[config.mk]
export PLATFORM = sky130hd
export DESIGN_NAME = stack_seq
export DESIGN_NICKNAME = d
export VERILOG_FILES = /design/src/rtl/stk_pkg.sv /design/src/rtl/stk_ptr.sv /design/src/rtl/stk_nz.sv /design/src/rtl/stk_ctrl.sv /design/src/rtl/stack_seq.sv
export SDC_FILE = /design/constraint.sdc
export NUM_CORES = 1
export LEC_CHECK = 0
export ABC_CLOCK_PERIOD_IN_PS = 4600
export BUFFER_PORTS_ARGS = -buffer_cell sky130_fd_sc_hd__buf_2
export CAP_MARGIN = 10
export CORE_UTILIZATION = 40
export DETAILED_ROUTE_END_ITERATION = 16
export SKIP_CTS_REPAIR_TIMING = 1
export SYNTH_ARGS = -nofsm -noshare
export SYNTH_HDL_FRONTEND = slang
export SYNTH_SLANG_ARGS = --single-unit
export TNS_END_PERCENT = 30
[constraint.sdc]
create_clock -name clk -period 4.6 [get_ports clk]
set_clock_uncertainty 0.2 [all_clocks]
set_input_delay 0.23 -clock clk [delete_from_list [all_inputs] [get_ports clk]]
set_output_delay 0.23 -clock clk [all_outputs]
set_load 0.01 [all_outputs]
[src/rtl/stk_pkg.sv]
package stk_pkg;
  typedef enum logic [2:0] {
    OP_PUSH_A  = 3'd0,
    OP_PUSH_SR = 3'd1,
    OP_PULL_A  = 3'd2,
    OP_PULL_SR = 3'd3,
    OP_CALL    = 3'd4,
    OP_RET     = 3'd5,
    OP_SP2X    = 3'd6,
    OP_X2SP    = 3'd7
  } stk_op_e;

  typedef enum logic [3:0] {
    ST_IDLE,
    ST_CALL_LO,
    ST_FIN,
    ST_PL_WAIT,
    ST_PL_CAP,
    ST_RET_B,
    ST_RET_C,
    ST_RET_D
  } stk_state_e;
endpackage

[src/rtl/stk_ptr.sv]
module stk_ptr #(
  parameter int SP_W = 8,
  parameter int ADDR_W = 16,
  parameter logic [ADDR_W-1:0] STACK_BASE = 16'h0100,
  parameter logic [SP_W-1:0] SP_RESET = 8'hFD
) (
  input  logic              clk,
  input  logic              rst,
  input  logic              sp_dec,
  input  logic              sp_inc,
  input  logic              sp_load,
  input  logic [SP_W-1:0]   load_val,
  output logic [SP_W-1:0]   sp,
  output logic [ADDR_W-1:0] addr_top,
  output logic [ADDR_W-1:0] addr_above
);
  localparam int PAD_W = ADDR_W - SP_W;

  logic [SP_W-1:0] sp_plus;

  always_ff @(posedge clk) begin
    if (rst)          sp <= SP_RESET;
    else if (sp_load) sp <= load_val;
    else if (sp_dec)  sp <= sp - 1'b1;
    else if (sp_inc)  sp <= sp + 1'b1;
  end

  // the page offset wraps inside SP_W bits, never into the base
  assign sp_plus    = sp + 1'b1;
  assign addr_top   = STACK_BASE + {{PAD_W{1'b0}}, sp};
  assign addr_above = STACK_BASE + {{PAD_W{1'b0}}, sp_plus};
endmodule

[src/rtl/stk_nz.sv]
module stk_nz #(
  parameter int W = 8
) (
  input  logic [W-1:0] val,
  output logic         neg,
  output logic         zero
);
  assign neg  = val[W-1];
  assign zero = (val == '0);
endmodule

[src/rtl/stk_ctrl.sv]
module stk_ctrl
  import stk_pkg::*;
#(
  parameter int DATA_W = 8,
  parameter int SP_W = 8,
  parameter int ADDR_W = 16
) (
  input  logic                clk,
  input  logic                rst,
  input  logic                start,
  input  logic [2:0]          op,
  input  logic [DATA_W-1:0]   a_in,
  input  logic [DATA_W-1:0]   sr_in,
  input  logic [2*DATA_W-1:0] pc_in,
  input  logic [2*DATA_W-1:0] target_in,
  input  logic [DATA_W-1:0]   mem_rdata,
  input  logic [SP_W-1:0]     sp,
  input  logic [ADDR_W-1:0]   addr_top,
  input  logic [ADDR_W-1:0]   addr_above,
  output logic                sp_dec,
  output logic                sp_inc,
  output logic                sp_load,
  output logic [ADDR_W-1:0]   mem_addr,
  output logic [DATA_W-1:0]   mem_wdata,
  output logic                mem_we,
  output logic                busy,
  output logic                done,
  output logic [DATA_W-1:0]   res_byte,
  output logic [2*DATA_W-1:0] res_pc,
  output logic                flag_we,
  output logic                flag_n,
  output logic                flag_z
);
  localparam int PC_W = 2 * DATA_W;
  localparam logic [DATA_W-1:0] SR_FORCE = DATA_W'(8'h30);

  stk_state_e        state_q;
  stk_op_e           op_q;
  stk_op_e           op_in;
  logic              accept;
  logic [DATA_W-1:0] lo_q;
  logic [PC_W-1:0]   tgt_q;
  logic [PC_W-1:0]   ret_addr;
  logic [DATA_W-1:0] nz_src;
  logic              nz_n, nz_z;

  assign op_in    = stk_op_e'(op);
  assign accept   = (state_q == ST_IDLE) && start;
  assign busy     = (state_q != ST_IDLE);
  assign ret_addr = pc_in - 1'b1;

  // pointer moves: write-then-decrement, increment-then-read
  assign sp_dec  = (accept && (op_in == OP_PUSH_A || op_in == OP_PUSH_SR ||
                               op_in == OP_CALL)) || (state_q == ST_CALL_LO);
  assign sp_inc  = (accept && (op_in == OP_PULL_A || op_in == OP_PULL_SR ||
                               op_in == OP_RET)) || (state_q == ST_RET_B);
  assign sp_load = accept && (op_in == OP_X2SP);

  assign nz_src = (state_q == ST_PL_CAP) ? mem_rdata : DATA_W'(sp);

  stk_nz #(.W(DATA_W)) u_nz (.val(nz_src), .neg(nz_n), .zero(nz_z));

  always_ff @(posedge clk) begin
    if (rst) begin
      state_q   <= ST_IDLE;
      op_q      <= OP_PUSH_A;
      lo_q      <= '0;
      tgt_q     <= '0;
      mem_addr  <= '0;
      mem_wdata <= '0;
      mem_we    <= 1'b0;
      done      <= 1'b0;
      res_byte  <= '0;
      res_pc    <= '0;
      flag_we   <= 1'b0;
      flag_n    <= 1'b0;
      flag_z    <= 1'b0;
    end else begin
      mem_we  <= 1'b0;
      done    <= 1'b0;
      flag_we <= 1'b0;
      unique case (state_q)
        ST_IDLE: if (start) begin
          op_q <= op_in;
          unique case (op_in)
            OP_PUSH_A, OP_PUSH_SR: begin
              mem_addr  <= addr_top;
              mem_wdata <= (op_in == OP_PUSH_A) ? a_in : sr_in;
              mem_we    <= 1'b1;
              state_q   <= ST_FIN;
            end
            OP_PULL_A, OP_PULL_SR: begin
              mem_addr <= addr_above;
              state_q  <= ST_PL_WAIT;
            end
            OP_CALL: begin
              mem_addr  <= addr_top;
              mem_wdata <= ret_addr[PC_W-1:DATA_W];
              mem_we    <= 1'b1;
              lo_q      <= ret_addr[DATA_W-1:0];
              tgt_q     <= target_in;
              state_q   <= ST_CALL_LO;
            end
            OP_RET: begin
              mem_addr <= addr_above;
              state_q  <= ST_RET_B;
            end
            OP_SP2X: begin
              res_byte <= DATA_W'(sp);
              flag_we  <= 1'b1;
              flag_n   <= nz_n;
              flag_z   <= nz_z;
              done     <= 1'b1;
            end
            default: done <= 1'b1;
          endcase
        end
        ST_CALL_LO: begin
          mem_addr  <= addr_top;
          mem_wdata <= lo_q;
          mem_we    <= 1'b1;
          state_q   <= ST_FIN;
        end
        ST_FIN: begin
          done    <= 1'b1;
          if (op_q == OP_CALL) res_pc <= tgt_q;
          state_q <= ST_IDLE;
        end
        ST_PL_WAIT: state_q <= ST_PL_CAP;
        ST_PL_CAP: begin
          done <= 1'b1;
          if (op_q == OP_PULL_A) begin
            res_byte <= mem_rdata;
            flag_we  <= 1'b1;
            flag_n   <= nz_n;
            flag_z   <= nz_z;
          end else begin
            res_byte <= mem_rdata | SR_FORCE;
          end
          state_q <= ST_IDLE;
        end
        ST_RET_B: begin
          mem_addr <= addr_above;
          state_q  <= ST_RET_C;
        end
        ST_RET_C: begin
          lo_q    <= mem_rdata;
          state_q <= ST_RET_D;
        end
        ST_RET_D: begin
          res_pc  <= {mem_rdata, lo_q} + 1'b1;
          done    <= 1'b1;
          state_q <= ST_IDLE;
        end
        default: state_q <= ST_IDLE;
      endcase
    end
  end
endmodule

[src/rtl/stack_seq.sv]
module stack_seq #(
  parameter int DATA_W = 8,
  parameter int SP_W = 8,
  parameter int ADDR_W = 16,
  parameter logic [ADDR_W-1:0] STACK_BASE = 16'h0100,
  parameter logic [SP_W-1:0] SP_RESET = 8'hFD
) (
  input  logic                clk,
  input  logic                rst,
  input  logic                start,
  input  logic [2:0]          op,
  input  logic [DATA_W-1:0]   a_in,
  input  logic [DATA_W-1:0]   x_in,
  input  logic [DATA_W-1:0]   sr_in,
  input  logic [2*DATA_W-1:0] pc_in,
  input  logic [2*DATA_W-1:0] target_in,
  output logic [ADDR_W-1:0]   mem_addr,
  output logic [DATA_W-1:0]   mem_wdata,
  output logic                mem_we,
  input  logic [DATA_W-1:0]   mem_rdata,
  output logic                busy,
  output logic                done,
  output logic [DATA_W-1:0]   res_byte,
  output logic [2*DATA_W-1:0] res_pc,
  output logic                flag_we,
  output logic                flag_n,
  output logic                flag_z,
  output logic [SP_W-1:0]     sp_q
);
  logic              sp_dec, sp_inc, sp_load;
  logic [ADDR_W-1:0] addr_top, addr_above;

  stk_ptr #(
    .SP_W(SP_W), .ADDR_W(ADDR_W), .STACK_BASE(STACK_BASE), .SP_RESET(SP_RESET)
  ) u_ptr (
    .clk(clk), .rst(rst), .sp_dec(sp_dec), .sp_inc(sp_inc), .sp_load(sp_load),
    .load_val(SP_W'(x_in)), .sp(sp_q), .addr_top(addr_top), .addr_above(addr_above)
  );

  stk_ctrl #(
    .DATA_W(DATA_W), .SP_W(SP_W), .ADDR_W(ADDR_W)
  ) u_ctrl (
    .clk(clk), .rst(rst), .start(start), .op(op), .a_in(a_in), .sr_in(sr_in),
    .pc_in(pc_in), .target_in(target_in), .mem_rdata(mem_rdata), .sp(sp_q),
    .addr_top(addr_top), .addr_above(addr_above), .sp_dec(sp_dec),
    .sp_inc(sp_inc), .sp_load(sp_load), .mem_addr(mem_addr),
    .mem_wdata(mem_wdata), .mem_we(mem_we), .busy(busy), .done(done),
    .res_byte(res_byte), .res_pc(res_pc), .flag_we(flag_we),
    .flag_n(flag_n), .flag_z(flag_z)
  );
endmodule

==> metrics.md <==
| Metric | Value |
|---|---|
| Comb power frac | 0.208 |
| Number of nets in the layout | slightly below 800 |
| Fmax | between 0.3 and 0.4 GHz |
| Vias in the first global route | about 4500 |
| Sw frac | 0.309 |
| Startpoint Class | flop |
| Worst R2R Setup Slack | between 1 and 1.5 ns |
| Core area | 11400 um^2 |
| Total CTS buffers | 9 |
| Final setup fails | 0 |
| Seq/Total Area, Yosys | 0.357 |
| Count of pins over their slew limit | 0 |
| Clock Latency Late Sink | roughly 0.34 ns |
| FF-to-FF End | u_ctrl.lo_q[0] |
| Post-synth EDFFs | 0 |
| Largest net degree at the start of global routing | around 50 |
| TritonCTS clock tree | yes |
| Relative slew margins | 0.348 |
| IR drop worst, VDD | 242 uV |
| Die X-Extent | about 110 um |
| WHS Path Cells | 3 |
| Synth warn | 0 |
| Post-route minimum period | roughly 3.1 ns |
| Synth-to-layout area growth | 22.7% |
| Initial antenna violation count | 0 |
| Rows | 39 |
| First-pass GRT wire length | 22000 um |
| Hold crit path type | in -> reg |
| Routed wire per std cell | roughly 16 um |
| Layout cells sized above 1 | 0.233 |
| Ys flop type | dfxtp_1 |
| Sequential power share | 0.418 |
| Final hold vios | 0 |
| Total GRT Usage | 0.221 |
| Most frequent CP cell | nor2_1 |
| Dpl hpwl | just over 10000 um |
| Setup crit end kind | flop |
| Worst Tran Pin Value | between 0.9 and 1 ns |
| GR Overflow Total | 0 |
| Register bit count reported by yosys | 84 |
| CP Class | reg -> reg |
| Residual DRC count | 0 |
| Vias | 4762 |
| Max stage delay cell, worst path | nor4b_2 |
| Mapped Area | 4710 um^2 |
| Path depth of the worst reg2reg path | 5 |
| Diodes inserted | 0 |
| Setup TNS | 0 ns |
| Syn Inst Count | roughly 590 |
| Port bufs | 124 |
| Hold Crit Start | sr_in[1] |
| Total power | roughly 2000 uW |
| Number of routed nets with antenna violations | 0 |
| Hold EP | u_ctrl.mem_wdata[1] |
| I/O pin count | ~130 |
| H-tree levels | 3 |
| Status | finished, final reports clean |
| Int Pwr | ~1400 uW |
| Max-cap violations | 0 |
| Pre-antenna DRT Iters | 5 |
| Clock transition at path regs | 0.07 ns |
| Vias per cell | roughly 5.6 |
| Worst EP required | roughly 4.6 ns |
| Cell Chain, Critical Path | nor4b_2, and2_1, nor2_1, a221oi_1, nor2_1 |
| Leakage power | between 0.002 and 0.0025 uW |
| Routed WL | approximately 14000 um |
| Slowest Stage Delay on Critical Path | approximately 0.91 ns |
| Switch Pwr | approximately 620 uW |
| Final Cycle Share | 0.685 |
| Post-synth cell types | 74 |
| Reg2reg start | u_ctrl.state_q[2] |
| Commonest non-fill, non-tap cell in the layout | buf_2 |
| Worst-path maximum fanout | 20 |
| DRT iter0 DRCs | 349 |
| Power Density | between 300 and 400 nW/um^2 |
| CP arrival | around 3.2 ns |
| RSZ-0062 raised after global routing | no |
| Die Span Y | between 100 and 150 um |
| Starting Density | 0.412 |
| Clk sink count | 84 |
| Average cell area after synthesis | around 7.9 um^2 |
| Final Wtd Congestion | 0.849 |
| Clk root buf | clkbuf_16 |
| Clock share of power | 0.374 |
| Share of flip-flops with an asynchronous set or reset | 0 |
| CTS max path bufs | 2 |
| Die ar. | roughly 12000 um^2 |
| Final core utilization | 0.506 |
| Most frequent cells in the layout | buf_2, dfxtp_1, nand2_1, nor2_1, a21oi_1 |
## synthesized netlist by cell type (3+ instances only)
| library cell | number | area, um^2 |
|---|---|---|
| a211oi_1 | 24 | 180 |
| a21oi_1 | 48 | 240 |
| a221o_1 | 5 | 50.1 |
| a221oi_1 | 8 | 70.1 |
| a22oi_1 | 7 | 52.6 |
| a311oi_1 | 3 | 26.3 |
| and2_1 | 6 | 37.5 |
| and3_1 | 4 | 25.0 |
| buf_2 | 7 | 35.0 |
| buf_4 | 9 | 67.6 |
| clkbuf_1 | 30 | 113 |
| dfxtp_1 | 84 | 1680 |
| ha_1 | 4 | 50.1 |
| inv_1 | 16 | 60.1 |
| mux2i_1 | 5 | 50.1 |
| nand2_1 | 77 | 289 |
| nand2b_1 | 5 | 31.3 |
| nand3_1 | 19 | 95.1 |
| nand3b_1 | 3 | 22.5 |
| nand4_1 | 3 | 18.8 |
| nor2_1 | 68 | 255 |
| nor2b_1 | 3 | 18.8 |
| nor3_1 | 13 | 65.1 |
| nor4_1 | 7 | 43.8 |
| nor4b_1 | 3 | 26.3 |
| o21ai_0 | 11 | 55.1 |
| o221ai_1 | 3 | 26.3 |
| o22ai_1 | 6 | 37.5 |
| o311ai_0 | 3 | 26.3 |
| o31ai_1 | 7 | 52.6 |
| o32ai_1 | 3 | 26.3 |
| or2_2 | 3 | 18.8 |
| or3_1 | 3 | 18.8 |
| or3b_2 | 3 | 26.3 |
| or4_1 | 3 | 22.5 |
| xnor2_1 | 16 | 140 |
| xor2_1 | 18 | 158 |
## how the worst max path moves through the flow
stage / from / to / slack (ns) / cells past startpoint
final: u_ctrl.state_q[2] / u_ctrl.lo_q[0] / 1.45 / 5
after global routing: u_ctrl.state_q[2] / u_ctrl.lo_q[0] / 1.16 / 5
after CTS: u_ctrl.state_q[2] / u_ctrl.lo_q[1] / 1.42 / 5
after detailed placement: u_ctrl.state_q[2] / u_ctrl.lo_q[1] / 1.42 / 5
after global placement: u_ctrl.state_q[2] / u_ctrl.lo_q[1] / 1.59 / 5
after floorplan: u_ctrl.state_q[1] / u_ptr.sp[3] / 2.43 / 7
## registers in the layout (all words and copies together) (netlist names)
signal / count
u_ctrl.res_pc: 16
u_ctrl.tgt_q: 16
u_ctrl.mem_addr: 9
u_ctrl.lo_q: 8
u_ctrl.mem_wdata: 8
u_ctrl.res_byte: 8
u_ptr.sp: 8
u_ctrl.op_q: 3
u_ctrl.state_q: 3
u_ctrl.done: 1
u_ctrl.flag_n: 1
u_ctrl.flag_we: 1
u_ctrl.flag_z: 1
u_ctrl.mem_we: 1
## power groups by stage
| stage | registers [uW] | logic (uW) | clock network (uW) |
|---|---|---|---|
| finish | 836 | 417 | 750 |
| global route | 845 | 459 | 798 |
| CTS | 836 | 408 | 766 |
| detailed placement | 853 | 406 | 0 |
| global placement | 851 | 401 | 0 |
| floorplan | 845 | 276 | 0 |
## worst max-delay path: cells and delay by family (launching register included)
family	cells	cell delay (ns)
flip-flops	1	0.45
AND/OR/NAND/NOR	4	2.03
AO/OA/AOI/OAI	1	0.33
## stage by stage
stage          std cells  setup slack [ns]  area (um^2)  hold slack [ns]
6_report             851              1.45         5770           0.0377
3_3_place_gp         819              1.59         5310            0.243
5_1_grt              851              1.16         5770           0.0475
4_1_cts              835              1.42         5610          -0.0838
3_5_place_dp         819              1.42         5310            0.243
2_1_floorplan        598              2.43         4730            0.114
## cell type report
type | count | area, um^2
fill | 1178 | 5640
multi-input combinational | 449 | 2750
sequential | 84 | 1680
timing repair buffer | 143 | 803
clock buffer | 9 | 225
tap | 143 | 179
clock inverter | 7 | 80.1
inverter | 16 | 60.1
## layer usage
metal / GRT usage / wire length [um] / vias to the layer above
met3: 0.0423 / 717 / 26
met1: 0.277 / 6000 / 2211
li1: - / - / 2354
met4: 0.0738 / 320 / 0
met5: 0 / 0 / -
met2: 0.378 / 6580 / 171
## kinds of logic after synthesis
kind of cell    synth area share
compound gates             0.238
xor+xnor                  0.0633
fa+ha+maj                 0.0106
buf+inv                   0.0641
flops                      0.357
mux                       0.0106
other cells             0.000797
simple gates               0.255
Power figures use the tool's default switching activity.
